$ cat config.mk
export PLATFORM = sky130hd
export DESIGN_NAME = irq_prio_arb
export DESIGN_NICKNAME = d
export VERILOG_FILES = /design/src/rtl/irq_prio_arb.sv
export SDC_FILE = /design/constraint.sdc
export NUM_CORES = 2
export LEC_CHECK = 0
export ABC_AREA = 1
export BUFFER_PORTS_ARGS = -buffer_cell sky130_fd_sc_hd__clkbuf_2
export CORE_ASPECT_RATIO = 0.5
export CORE_MARGIN = 3
export CORE_UTILIZATION = 35
export DETAILED_ROUTE_END_ITERATION = 6
export PLACE_DENSITY = 0.5
export SETUP_SLACK_MARGIN = 0.5
export SYNTH_ARGS = -nofsm -noshare
export SYNTH_HDL_FRONTEND = slang
export SYNTH_SLANG_ARGS = --single-unit
$ cat constraint.sdc
create_clock -name clk -period 20.9 [get_ports clk]
set_input_delay 3.135 -clock clk [delete_from_list [all_inputs] [get_ports clk]]
set_output_delay 3.135 -clock clk [all_outputs]
set_load 0.02 [all_outputs]
$ cat src/rtl/irq_prio_arb.sv
module irq_prio_arb #(
  parameter int NSRC = 256,
  parameter int NSW  = 8,
  parameter int PW   = 4,
  parameter int VW   = 9,
  parameter int GSZ  = 16,
  parameter int AW   = 10
) (
  input  logic                 clk,
  input  logic                 rst_n,
  input  logic [NSRC-NSW-1:0]  hw_req,
  input  logic                 wr_en,
  input  logic [AW-1:0]        wr_addr,
  input  logic [PW-1:0]        wr_data,
  input  logic [AW-1:0]        rd_addr,
  output logic [VW+2:0]        rd_data,
  input  logic [PW-1:0]        cur_prio,
  output logic                 irq,
  output logic [VW-1:0]        irq_vec,
  output logic [VW+2:0]        irq_ofs
);
  localparam int NG    = NSRC / GSZ;
  localparam int IW    = $clog2(NSRC);
  localparam int A_SW  = NSRC;
  localparam int A_CFG = NSRC + NSW;
  localparam int A_ACK = A_CFG + 1;

  logic [PW-1:0]   prio_q [NSRC];
  logic [NSW-1:0]  swf_q;
  logic            hwmode_q, ent8_q;
  logic [NSRC-1:0] pend_q;

  logic [PW-1:0]   gp_d [NG], gp_q [NG];
  logic [VW-1:0]   gi_d [NG], gi_q [NG];
  logic [NG-1:0]   gv_d, gv_q;

  logic [PW-1:0]   fp;
  logic [VW-1:0]   fi;
  logic            fv;

  logic            irq_q;
  logic [VW-1:0]   vec_q;
  logic [PW-1:0]   win_p_q;
  logic [VW+2:0]   ofs;

  always_ff @(posedge clk or negedge rst_n) begin
    if (!rst_n) begin
      for (int i = 0; i < NSRC; i++) prio_q[i] <= '0;
    end else if (wr_en) begin
      for (int i = 0; i < NSRC; i++)
        if (wr_addr == AW'(i)) prio_q[i] <= wr_data;
    end
  end

  always_ff @(posedge clk or negedge rst_n) begin
    if (!rst_n) begin
      swf_q    <= '0;
      hwmode_q <= 1'b0;
      ent8_q   <= 1'b0;
    end else if (wr_en) begin
      for (int i = 0; i < NSW; i++)
        if (wr_addr == AW'(A_SW + i)) begin
          if (wr_data[1])      swf_q[i] <= 1'b1;
          else if (wr_data[0]) swf_q[i] <= 1'b0;
        end
      if (wr_addr == AW'(A_CFG)) begin
        hwmode_q <= wr_data[0];
        ent8_q   <= wr_data[1];
      end
    end
  end

  always_ff @(posedge clk or negedge rst_n) begin
    if (!rst_n) pend_q <= '0;
    else        pend_q <= {hw_req, swf_q};
  end

  always_comb begin
    for (int g = 0; g < NG; g++) begin
      gp_d[g] = '0;
      gi_d[g] = VW'(g * GSZ);
      gv_d[g] = 1'b0;
      for (int j = 0; j < GSZ; j++)
        if (pend_q[g*GSZ+j] && (!gv_d[g] || prio_q[g*GSZ+j] > gp_d[g])) begin
          gv_d[g] = 1'b1;
          gp_d[g] = prio_q[g*GSZ+j];
          gi_d[g] = VW'(g*GSZ + j);
        end
    end
  end

  always_ff @(posedge clk or negedge rst_n) begin
    if (!rst_n) begin
      gv_q <= '0;
      for (int g = 0; g < NG; g++) begin
        gp_q[g] <= '0;
        gi_q[g] <= '0;
      end
    end else begin
      gv_q <= gv_d;
      for (int g = 0; g < NG; g++) begin
        gp_q[g] <= gp_d[g];
        gi_q[g] <= gi_d[g];
      end
    end
  end

  always_comb begin
    fp = '0;
    fi = '0;
    fv = 1'b0;
    for (int g = 0; g < NG; g++)
      if (gv_q[g] && (!fv || gp_q[g] > fp)) begin
        fv = 1'b1;
        fp = gp_q[g];
        fi = gi_q[g];
      end
  end

  always_ff @(posedge clk or negedge rst_n) begin
    if (!rst_n) begin
      irq_q   <= 1'b0;
      vec_q   <= '0;
      win_p_q <= '0;
    end else begin
      irq_q   <= fv && (fp > cur_prio);
      vec_q   <= fi;
      win_p_q <= fp;
    end
  end

  assign ofs     = ent8_q ? {vec_q, 3'b000} : {1'b0, vec_q, 2'b00};
  assign irq     = irq_q;
  assign irq_vec = hwmode_q ? vec_q : '0;
  assign irq_ofs = hwmode_q ? ofs : '0;

  always_comb begin
    rd_data = '0;
    if (rd_addr < AW'(NSRC))
      rd_data = (VW+3)'(prio_q[rd_addr[IW-1:0]]);
    for (int i = 0; i < NSW; i++)
      if (rd_addr == AW'(A_SW + i)) rd_data = (VW+3)'(swf_q[i]);
    if (rd_addr == AW'(A_CFG)) rd_data = {{(VW+1){1'b0}}, ent8_q, hwmode_q};
    if (rd_addr == AW'(A_ACK)) rd_data = ofs;
  end
endmodule


==> summary.txt <==
Outcome
  – Status: finished, final reports clean

Timing
  – Min Hold Slack: 0.447 ns
  – RSZ-0062 raised after global routing: no
  – Final setup violating endpoints: 0
  – Final worst path period need: 18.37 ns
  – Worst slew margin: 14.5%
  – Setup TNS: 0 ns
  – Worst setup margin: 2.53 ns
  – Achievable Freq: 54.4 MHz
  – Final Max Slew Viols: 0
  – Part of the cycle the worst path needs: 87.9%
  – Clk_skew: 0.0321 ns
  – Final Hold Vio Count: 0
  – Least-Margin Pin Slew: 1.28 ns

Layout
  – Layout net count: 14.1k
  – Layout Cells excl Fill: 16.5k
  – Layout cell share with drive strength beyond 1: 7.35%
  – FF+latch area: 36100 sq um
  – Fillers: 27.6k
  – Area of the multi-input gates: 53700 sq um
  – Layout area overhead: 12.8%

Worst setup path
  – Crit. Startpoint: pend_q[32]
  – Most used cell, CP: nand2_1
  – Worst Setup End Kind: flip-flop
  – Req. time, crit path: 21.58 ns
  – Peak fanout along the critical path: 11
  – Worst reg-to-reg setup slack: 2.53 ns
  – Startpoint Class: flip-flop
  – Arrival @ worst endpoint: 19.05 ns
  – FF-to-FF Start: pend_q[32]
  – CP Class: reg2reg
  – Delay of the slowest cell on the worst path: 0.49 ns
  – Crit-path slowest cell: dfrtp_2

Die
  – Starting density of the core: 35.4%
  – Num ports: 313
  – Die Wd: 739 um
  – Core Footprint: 265000 sq um
  – Die height: 372 um
  – Die ar.: 275000 sq um
  – # rows: 133

Placement
  – HPWL Detailed: 260 mm
  – PortBufs: 307
  – Pre-CTS setup slack: 0.659 ns
  – Gp weighted congestion: 0.931
  – DP Cell Count: 16.1k

Synth
  – Post-synthesis sequential area ratio: 38.5%
  – Post-synth EDFFs: 0
  – FF+latch count, synth: 1444
  – Post-Syn Instances: 12.5k
  – Synth cell types: 51
  – Asr flop ratio synth: 100%
  – Netlist Area Pre-Place: 93900 sq um
  – Synth Flop Type: dfrtp_1
  – Ys Warns: 0
  – Avg Cell Area, Syn: 7.51 sq um

Global route
  – GRT overflow: 0
  – Total GRT Usage: 25.7%
  – Vias in the first global route: 83.1k
  – Pin count of the biggest net entering global routing: 138
  – Initial antenna violation count: 31
  – Global-route wire length before repair: 539 mm

Flow run
  – Maximum capacitance violations: 0

Routing
  – WL per Instance: 22.1 um
  – DRC Markers: 0
  – Via count: 88.4k
  – Final WL: 364 mm
  – Detail-routed via count per cell: 5.36
  – Antenna viol nets, final: 0
  – 1st-iter DRT viols: 8177
  – 1st-pass router iterations: 6

CTS
  – CTS max path bufs: 4
  – Clock tree root buffer cell: clkbuf_16
  – Htree depth: 4
  – CTS buffer count: 159
  – CTS tree: yes
  – Cts hold-fix bufs: 0
  – Clk_lat worst skew: 0.84 ns
  – Worst-path clk slew: 0.07 ns
  – Clk sinks: 1444

Min path
  – HP Class: reg2reg
  – Hold Path Origin: swf_q[3]
-- per-stage QoR --
step | instance area (sq um) | util, %
2_1_floorplan | 93900 | -
3_3_place_gp | 99800 | 37.7
3_5_place_dp | 99800 | 37.7
4_1_cts | 105000 | 39.7
5_1_grt | 106000 | 40.0
6_report | 106000 | 40.0
-- routing by layer --
metal  up-vias  routed length [um]  global-route usage, %
li1      43100                   -                      -
met3       498               23200                   3.85
met5         -                 116                      0
met1     42400              172000                   37.0
met2      2480              158000                   40.2
met4        16               10600                   7.17
-- final cells by class --
type	instances	share of cell area, %
tap	3577	4.22
sequential	1444	34.1
inverter	886	3.18
clock inverter	65	0.775
multi-input combinational	9821	50.7
clock buffer	214	4.29
antenna	13	0.0307
timing repair buffer	463	2.69
-- worst paths after layout --
| check | end | cells past startpoint |
|---|---|---|
| min | pend_q[3] | 0 |
| min in group asynchronous | pend_q[130] | 1 |
| max in group asynchronous | pend_q[253] | 6 |
| max reg2reg | gi_q[119] | 136 |
| max | gi_q[119] | 136 |
| min reg2reg | pend_q[3] | 0 |
-- flip-flops by register name, summed over array words and instances, names as in the netlist --
| register | cells |
|---|---|
| prio_q | 1024 |
| pend_q | 256 |
| gi_q | 65 |
| gp_q | 64 |
| gv_q | 16 |
| swf_q | 8 |
| vec_q | 8 |
| ent8_q | 1 |
| hwmode_q | 1 |
| irq | 1 |
-- cell usage in the layout, fill, tap and decap left out, types with 148 or more instances in the layout --
cell | netlist | layout
a22oi_1 | 223 | 223
clkbuf_2 | 0 | 303
o21bai_1 | 214 | 214
buf_4 | 5 | 148
o21ai_0 | 2376 | 2002
dfrtp_1 | 1444 | 1437
nand3_1 | 173 | 173
inv_1 | 869 | 861
o21ai_1 | 20 | 367
clkbuf_16 | 0 | 163
a21oi_1 | 367 | 365
nand2_1 | 4284 | 4199
nor2_1 | 537 | 516
ha_1 | 1017 | 1017
-- logic make-up (layout without fill, tap and decap cells) --
family,after synthesis,count (layout),share of synthesized area (%)
AO/OA/AOI/OAI,3548,3554,21.0
multiplexers,10,10,0.107
adder cells (fa/ha/maj),1017,1017,13.5
buffers and inverters,1246,1628,5.02
flip-flops,1444,1444,38.5
AND/OR/NAND/NOR,5234,5234,21.8
other,2,19,0.00800
-- cell usage after synthesis, types with 61 or more instances --
library cell  number  share of area, %
nand2_1         4284                17
o21ai_0         2376                13
dfrtp_1         1444                38
ha_1            1017                14
inv_1            869               3.5
nor2_1           537               2.1
a21oi_1          367               2.0
clkbuf_1         319               1.3
a22oi_1          223               1.8
o21bai_1         214               1.7
nand3_1          173              0.92
nand4_1          138              0.92
o211ai_1         103              0.82
o22ai_1           61              0.41
-- critical path, delay by kind of cell, from the launching register on --
family / cells / cell delay, ns
simple gates: 67 / 6.56
compound gates: 49 / 6.25
fa+ha+maj: 15 / 4.46
flops: 1 / 0.49
buf+inv: 5 / 0.38
-- repair_timing --
item | CTS | global route
gates resized for setup | 0 | 514
setup buffers | 0 | 39
setup endpoints to repair | 0 | 137
endpoints found under the hold margin | 0 | 0
Power is left out: the tool's default activity adds up to more than one toggle a clock period on the data nets, which glitch-free logic cannot reach.
